==> src/rtl/scanout_pkg.sv <==
package scanout_pkg;

  // Control register layout: bit 0 enable, bit 1 rotate.
  typedef struct packed {
    logic rot;
    logic en;
  } ctrl_t;

  typedef struct packed {
    logic [7:0] r;
    logic [7:0] g;
    logic [7:0] b;
  } rgb_t;

  // Split a stored pixel word into its colour channels; the top byte is unused.
  function automatic rgb_t unpack_pixel(logic [31:0] w);
    rgb_t p;
    p.r = w[23:16];
    p.g = w[15:8];
    p.b = w[7:0];
    return p;
  endfunction

  // Source position along one axis, mirrored when rotation is on.
  function automatic int unsigned src_pos(int unsigned pos, int unsigned last, logic rot);
    return rot ? (last - pos) : pos;
  endfunction

  // Word offset of a pixel inside the frame.
  function automatic int unsigned word_offset(int unsigned row, int unsigned col,
                                              int unsigned stride);
    return row * stride + col;
  endfunction

endpackage

==> src/rtl/scan_timing.sv <==
module scan_timing #(
  parameter int H_ACTIVE = 640,
  parameter int H_FRONT  = 16,
  parameter int H_SYNC   = 96,
  parameter int H_BACK   = 48,
  parameter int V_ACTIVE = 480,
  parameter int V_FRONT  = 10,
  parameter int V_SYNC   = 2,
  parameter int V_BACK   = 33,
  localparam int H_TOTAL = H_ACTIVE + H_FRONT + H_SYNC + H_BACK,
  localparam int V_TOTAL = V_ACTIVE + V_FRONT + V_SYNC + V_BACK,
  localparam int HC_W    = $clog2(H_TOTAL),
  localparam int VC_W    = $clog2(V_TOTAL)
) (
  input  logic            clk,
  input  logic            rst_n,
  output logic [HC_W-1:0] hc,
  output logic [VC_W-1:0] vc,
  output logic            active,
  output logic            hsync_raw_n,
  output logic            vsync_raw_n,
  output logic            vblank_start
);

  localparam int HS_BEG = H_ACTIVE + H_FRONT;
  localparam int HS_END = HS_BEG + H_SYNC;
  localparam int VS_BEG = V_ACTIVE + V_FRONT;
  localparam int VS_END = VS_BEG + V_SYNC;

  logic line_last;
  assign line_last = (hc == HC_W'(H_TOTAL - 1));

  always_ff @(posedge clk) begin
    if (!rst_n) begin
      hc <= '0;
      vc <= '0;
    end else if (line_last) begin
      hc <= '0;
      vc <= (vc == VC_W'(V_TOTAL - 1)) ? '0 : vc + 1'b1;
    end else begin
      hc <= hc + 1'b1;
    end
  end

  always_comb begin
    active       = (hc < HC_W'(H_ACTIVE)) && (vc < VC_W'(V_ACTIVE));
    hsync_raw_n  = !((hc >= HC_W'(HS_BEG)) && (hc < HC_W'(HS_END)));
    vsync_raw_n  = !((vc >= VC_W'(VS_BEG)) && (vc < VC_W'(VS_END)));
    vblank_start = (hc == '0) && (vc == VC_W'(V_ACTIVE));
  end

  // the column counter wraps to zero after the last clock of a line
  p_hwrap_r2: assert property (@(posedge clk) disable iff (!rst_n)
    line_last |=> (hc == '0));

  // the line counter only moves at the end of a line
  p_vhold_r3: assert property (@(posedge clk) disable iff (!rst_n)
    !line_last |=> $stable(vc));

endmodule

==> src/rtl/scan_regs.sv <==
module scan_regs
  import scanout_pkg::*;
#(
  parameter int ADDR_W    = 32,
  parameter int BASE_KEEP = 11
) (
  input  logic              clk,
  input  logic              rst_n,
  input  logic              reg_wr,
  input  logic              reg_addr,
  input  logic [ADDR_W-1:0] reg_wdata,
  output logic [ADDR_W-1:0] reg_rdata,
  input  logic              frame_latch,
  output logic [ADDR_W-1:0] cur_base,
  output ctrl_t             cur_ctrl
);

  localparam logic [ADDR_W-1:0] BASE_MASK =
    {{BASE_KEEP{1'b1}}, {(ADDR_W - BASE_KEEP){1'b0}}};

  logic [ADDR_W-1:0] base_q;
  ctrl_t             ctrl_q;

  // Software-visible copies: written at once, read back unchanged.
  always_ff @(posedge clk) begin
    if (!rst_n) begin
      base_q <= '0;
      ctrl_q <= '0;
    end else if (reg_wr) begin
      if (reg_addr) ctrl_q <= ctrl_t'(reg_wdata[1:0]);
      else          base_q <= reg_wdata;
    end
  end

  // Copies in use by the scan: refreshed only when vertical blanking begins.
  always_ff @(posedge clk) begin
    if (!rst_n) begin
      cur_base <= '0;
      cur_ctrl <= '0;
    end else if (frame_latch) begin
      cur_base <= base_q & BASE_MASK;
      cur_ctrl <= ctrl_q;
    end
  end

  assign reg_rdata = reg_addr ? {{(ADDR_W - 2){1'b0}}, ctrl_q} : base_q;

  // a base write is held exactly as written
  p_base_wr_r4: assert property (@(posedge clk) disable iff (!rst_n)
    (reg_wr && !reg_addr) |=> (base_q == $past(reg_wdata)));

  // the configuration in use changes only right after the blanking latch point
  p_latch_vblank_r10: assert property (@(posedge clk) disable iff (!rst_n)
    !$stable({cur_base, cur_ctrl}) |-> $past(frame_latch));

endmodule

==> src/rtl/scan_fetch.sv <==
module scan_fetch
  import scanout_pkg::*;
#(
  parameter int H_ACTIVE   = 640,
  parameter int V_ACTIVE   = 480,
  parameter int ROW_STRIDE = 1024,
  parameter int ADDR_W     = 32,
  parameter int HC_W       = 10,
  parameter int VC_W       = 10
) (
  input  logic              clk,
  input  logic              rst_n,
  input  logic [HC_W-1:0]   hc,
  input  logic [VC_W-1:0]   vc,
  input  logic              active,
  input  logic              hsync_raw_n,
  input  logic              vsync_raw_n,
  input  logic [ADDR_W-1:0] cur_base,
  input  ctrl_t             cur_ctrl,
  output logic              mem_req,
  output logic [ADDR_W-1:0] mem_addr,
  input  logic [31:0]       mem_rdata,
  input  logic              mem_valid,
  output logic              de_o,
  output logic              hsync_o_n,
  output logic              vsync_o_n,
  output rgb_t              pix_o
);

  int unsigned row_src, col_src;
  logic [ADDR_W-1:0] word_off;

  always_comb begin
    row_src  = src_pos(int'(vc), V_ACTIVE - 1, cur_ctrl.rot);
    col_src  = src_pos(int'(hc), H_ACTIVE - 1, cur_ctrl.rot);
    word_off = ADDR_W'(word_offset(row_src, col_src, ROW_STRIDE));
    mem_addr = cur_base + (word_off << 2);
    mem_req  = active && cur_ctrl.en;
  end

  // Stage 1: timing aligned with the memory access in flight.
  logic s1_de, s1_hs_n, s1_vs_n, s1_en;

  always_ff @(posedge clk) begin
    if (!rst_n) begin
      s1_de   <= 1'b0;
      s1_hs_n <= 1'b1;
      s1_vs_n <= 1'b1;
      s1_en   <= 1'b0;
    end else begin
      s1_de   <= active;
      s1_hs_n <= hsync_raw_n;
      s1_vs_n <= vsync_raw_n;
      s1_en   <= mem_req;
    end
  end

  // Stage 2: registered outputs with the returned word unpacked.
  always_ff @(posedge clk) begin
    if (!rst_n) begin
      de_o      <= 1'b0;
      hsync_o_n <= 1'b1;
      vsync_o_n <= 1'b1;
      pix_o     <= '0;
    end else begin
      de_o      <= s1_de;
      hsync_o_n <= s1_hs_n;
      vsync_o_n <= s1_vs_n;
      pix_o     <= (s1_de && s1_en && mem_valid) ? unpack_pixel(mem_rdata) : '0;
    end
  end

  // consecutive requests along an unrotated line step forward one word
  p_addr_step_r6: assert property (@(posedge clk) disable iff (!rst_n)
    (mem_req && $past(mem_req) && !cur_ctrl.rot) |-> (mem_addr == $past(mem_addr) + ADDR_W'(4)));

  // consecutive requests along a rotated line step back one word
  p_addr_step_r7: assert property (@(posedge clk) disable iff (!rst_n)
    (mem_req && $past(mem_req) && cur_ctrl.rot) |-> (mem_addr == $past(mem_addr) - ADDR_W'(4)));

endmodule

==> src/rtl/scanout_ctrl.sv <==
module scanout_ctrl
  import scanout_pkg::*;
#(
  parameter int H_ACTIVE   = 640,
  parameter int H_FRONT    = 16,
  parameter int H_SYNC     = 96,
  parameter int H_BACK     = 48,
  parameter int V_ACTIVE   = 480,
  parameter int V_FRONT    = 10,
  parameter int V_SYNC     = 2,
  parameter int V_BACK     = 33,
  parameter int ROW_STRIDE = 1024,
  parameter int ADDR_W     = 32,
  parameter int BASE_KEEP  = 11
) (
  input  logic              clk,
  input  logic              rst_n,
  input  logic              reg_wr,
  input  logic              reg_addr,
  input  logic [ADDR_W-1:0] reg_wdata,
  output logic [ADDR_W-1:0] reg_rdata,
  output logic              mem_req,
  output logic [ADDR_W-1:0] mem_addr,
  input  logic [31:0]       mem_rdata,
  input  logic              mem_valid,
  output logic              hsync_n,
  output logic              vsync_n,
  output logic              de,
  output logic [7:0]        red,
  output logic [7:0]        green,
  output logic [7:0]        blue
);

  localparam int H_TOTAL = H_ACTIVE + H_FRONT + H_SYNC + H_BACK;
  localparam int V_TOTAL = V_ACTIVE + V_FRONT + V_SYNC + V_BACK;
  localparam int HC_W    = $clog2(H_TOTAL);
  localparam int VC_W    = $clog2(V_TOTAL);

  logic [HC_W-1:0]   hc;
  logic [VC_W-1:0]   vc;
  logic              active, hs_raw_n, vs_raw_n, vblank_start;
  logic [ADDR_W-1:0] cur_base;
  ctrl_t             cur_ctrl;
  rgb_t              pix;

  scan_timing #(
    .H_ACTIVE(H_ACTIVE), .H_FRONT(H_FRONT), .H_SYNC(H_SYNC), .H_BACK(H_BACK),
    .V_ACTIVE(V_ACTIVE), .V_FRONT(V_FRONT), .V_SYNC(V_SYNC), .V_BACK(V_BACK)
  ) u_timing (
    .clk(clk), .rst_n(rst_n), .hc(hc), .vc(vc), .active(active),
    .hsync_raw_n(hs_raw_n), .vsync_raw_n(vs_raw_n), .vblank_start(vblank_start)
  );

  scan_regs #(.ADDR_W(ADDR_W), .BASE_KEEP(BASE_KEEP)) u_regs (
    .clk(clk), .rst_n(rst_n), .reg_wr(reg_wr), .reg_addr(reg_addr),
    .reg_wdata(reg_wdata), .reg_rdata(reg_rdata), .frame_latch(vblank_start),
    .cur_base(cur_base), .cur_ctrl(cur_ctrl)
  );

  scan_fetch #(
    .H_ACTIVE(H_ACTIVE), .V_ACTIVE(V_ACTIVE), .ROW_STRIDE(ROW_STRIDE),
    .ADDR_W(ADDR_W), .HC_W(HC_W), .VC_W(VC_W)
  ) u_fetch (
    .clk(clk), .rst_n(rst_n), .hc(hc), .vc(vc), .active(active),
    .hsync_raw_n(hs_raw_n), .vsync_raw_n(vs_raw_n),
    .cur_base(cur_base), .cur_ctrl(cur_ctrl),
    .mem_req(mem_req), .mem_addr(mem_addr), .mem_rdata(mem_rdata), .mem_valid(mem_valid),
    .de_o(de), .hsync_o_n(hsync_n), .vsync_o_n(vsync_n), .pix_o(pix)
  );

  assign red   = pix.r;
  assign green = pix.g;
  assign blue  = pix.b;

endmodule

==> config.mk <==
export PLATFORM = sky130hd
export DESIGN_NAME = scanout_ctrl
export DESIGN_NICKNAME = d
export VERILOG_FILES = /design/src/rtl/scanout_pkg.sv /design/src/rtl/scan_timing.sv /design/src/rtl/scan_regs.sv /design/src/rtl/scan_fetch.sv /design/src/rtl/scanout_ctrl.sv
export SDC_FILE = /design/constraint.sdc
export NUM_CORES = 1
export LEC_CHECK = 0
export BUFFER_PORTS_ARGS = -buffer_cell sky130_fd_sc_hd__buf_4
export CAP_MARGIN = 30
export CORE_UTILIZATION = 45
export DETAILED_ROUTE_END_ITERATION = 10
export PLACE_DENSITY = 0.69
export SYNTH_ARGS = -nofsm -noshare
export SYNTH_HDL_FRONTEND = slang
export SYNTH_HIERARCHICAL = 1
export SYNTH_SLANG_ARGS = --single-unit
==> constraint.sdc <==
create_clock -name clk -period 8 [get_ports clk]
set_clock_uncertainty 0.2 [all_clocks]
set_input_delay 0.4 -clock clk [delete_from_list [all_inputs] [get_ports clk]]
set_output_delay 0.4 -clock clk [all_outputs]
set_load 0.02 [all_outputs]
==> impl_metrics.yaml <==
pwr:
  vdd_drop_max_uv: 106.3
  seqPwrFrac_pct: 48.3
  power_w: 0.001045
  p_sw_share_pct: 25.65
  leakage_nw: 3.642
  p_per_area_mw_per_mm2: 133.0
  p_comb_share_pct: 12.5
  power.switching_w: 0.0002681
  intPower_w: 0.0007772
  pwr-share-clk_pct: 39.2
layout:
  seqCellArea_mm2: 0.001962
  diodes: 0
  multi_input_area_mm2: 0.004174
  final_util_pct: 56.20
  final_common_cell: "buf_4"
  nets: 1004
  layout_common_cells: "buf_4 (153), nand2_1 (99), dfxtp_1 (98), ha_1 (49), mux2i_1 (49)"
  drive_above_1_share_pct: 20.81
  fill_cells: 1335
  area_growth_syn_to_layout_pct: 20.92
setup_path:
  startpoint: "u_timing/hc[7]"
  path_class: "flop to output port"
  critPathMaxFanout: 10
  critPathLaunchType: "flop"
  endpoint_kind: "output port"
  cp.arrival_ns: 4.99
  cp.required_ns: 7.40
  rr_startpoint: "u_timing/vc[5]"
synth:
  async_reset_ff_share_pct: 0
  syn_avg_cell_area_um2: 8.577
  synthesis.area_mm2: 0.006501
  ys.flop_type: "dfxtp_1"
  seq_area_frac_synth_pct: 30.18
  ys_seq_elements: 98
  synthCells: 758
  synth_edf_count: 0
  synth_warnings: 6
  yosysUniqueCellTypes: 59
floorplan:
  die_height_um: 122.2
  initial_core_util_pct: 46.48
  coreArea_mm2: 0.01399
  chipWidth_um: 122.2
  dieArea_mm2: 0.01493
  num_io_pins: 161
  rows: 43
detailed_routing:
  totalWireLength_mm: 14.09
  avgRoutedWirePerCell_um: 13.18
  drc_errors: 0
  viasPerCell: 5.052
  firstDrtPassIters: 5
  ant_nets: 0
  vias: 5401
  dr.first_iter.drc_count: 258
grt:
  grt_pass1_vias: 4892
  antenna_found_initial: 0
  grt_pass1_wl_mm: 22.96
  overflow: 0
  grt_max_degree: 96
  grt_usage_pct: 19.09
clock_network:
  clk_pin_slew_ns: 0.07
  cts_tree: "done"
  hold_buffers: 0
  clockRootBuffer: "clkbuf_16"
  cts_resized: 0
  cts_max_level: 3
  clock_latency_ns: 0.34
  clockBufferDepth: 2
  post_cts_buffers: 0
  cts_buffers: 9
  clock-sinks: 98
timing:
  fin_crit_sh_pct: 69.87
  max_slew_margin_pct: 43.26
  tns_ns: 0
  fmax_mhz: 178.9
  slew_violations: 0
  grt_setup_unrepaired: "no"
  finalHoldViolCount: 0
  finalSetupViolCount: 0
  fin_crit_ns: 5.590
  worstMarginPinSlew_ns: 0.8510
placement:
  io_buffer_count: 150
  gp_congestion: 0.8474
  hpwl_mm: 10.68
outcome:
  status: "finished clean"
worst_hold_path:
  hp-class: "primary input to flop"
  hold_start: "mem_rdata[22]"
job:
  maxCapViolCount: 0
## routing by layer
metal | vias up | GRT usage [%] | part of all wire (%)
met5 | - | 0 | 0
li1 | 2846 | - | -
met1 | 2445 | 25.38 | 49
met4 | 0 | 5.259 | 0.44
met2 | 106 | 30.69 | 46
met3 | 4 | 4.588 | 5.0
## Yosys cell counts, drive strengths merged (16+ instances only)
cell | instances | area share, %
clkbuf | 18 | 1.1
o21ai | 29 | 2.2
nor2 | 33 | 1.9
nand3 | 17 | 1.3
nand2 | 99 | 5.7
dfxtp | 98 | 30
buf | 40 | 4.9
a21oi | 39 | 3.3
a21o | 17 | 2.0
xor2 | 29 | 3.9
nor2b | 45 | 4.4
mux2i | 49 | 7.5
inv | 16 | 0.92
and2 | 32 | 3.1
ha | 49 | 9.4
xnor2 | 36 | 4.8
## per-stage QoR
stage                     hold slack (ns)  std cells  worst slack [ns]  area (um^2)
final                             0.05132       1069             2.410         7861
after global placement             0.2042       1052             2.506         7562
after floorplan                    0.1863        778             2.801         6576
after CTS                         0.03656       1069             2.412         7861
after detailed placement           0.2065       1053             2.800         7570
after global routing              0.03855       1069             1.996         7861
## state kept, by name (all words and copies together), names as in the netlist
name               count
u_timing/vc           10
u_fetch/hsync_o_n      1
u_fetch/de_o           1
u_fetch/s1_hs_n        1
u_timing/hc           10
u_fetch/vsync_o_n      1
u_fetch/s1_de          1
u_regs/base_q         32
u_regs/ctrl_q          2
u_fetch/pix_o         24
u_fetch/s1_en          1
u_regs/cur_ctrl        2
u_regs/cur_base       11
u_fetch/s1_vs_n        1
## worst max-delay path, cell delays in order, from the launching register on
cell and delay [ns]:
dfxtp_1 0.54, inv_1 0.11, a21oi_1 0.41, buf_4 0.26, ha_1 0.29, a21o_1 0.19
a21o_1 0.19, a21oi_1 0.20, o21ai_1 0.13, a21o_1 0.19, a21o_1 0.23, o31ai_1 0.23
ha_1 0.36, a21oi_1 0.21, o21ai_1 0.12, a211oi_1 0.25, o21bai_1 0.08, a21o_1 0.17
a31oi_1 0.19, xnor2_1 0.15, buf_4 0.17
## power by group through the flow
stage               combinational, W  sequential [W]  clock, W
CTS                         0.000130        0.000505  0.000425
global route                0.000142        0.000507  0.000447
detailed placement          0.000130        0.000517         0
floorplan                  0.0000898        0.000515         0
global placement            0.000129        0.000516         0
finish                      0.000130        0.000505  0.000410
## path summary, 6_finish.rpt
| check | to | slack, ns | cells after the start |
|---|---|---|---|
| min reg2reg | u_fetch/hsync_o_n | 0.22 | 1 |
| min | u_fetch/pix_o[22] | 0.05 | 2 |
| max | mem_addr[31] | 2.41 | 20 |
| max reg2reg | u_regs/cur_base[30] | 5.44 | 5 |
## logic make-up after synthesis
kind of cell	after synthesis	share of synthesized area (%)
muxes	51	7.891
xor gates and xnor gates	65	8.757
buffers and inverters	74	6.851
AOI/OAI and AO/OA	130	13.18
DFF	98	30.18
adders and majority gates	51	10.05
and+or+nand+nor	288	23.04
other	1	0.05768
## final cells by class
class                      count  area share [%]
multi-input combinational    606           53.10
sequential                    98           24.96
timing repair buffer         153           14.61
clock buffer                   9           2.865
tap                          180           2.865
clock inverter                 7          0.8435
inverter                      16          0.7640
Note: power is estimated with default switching activity, not from simulation.
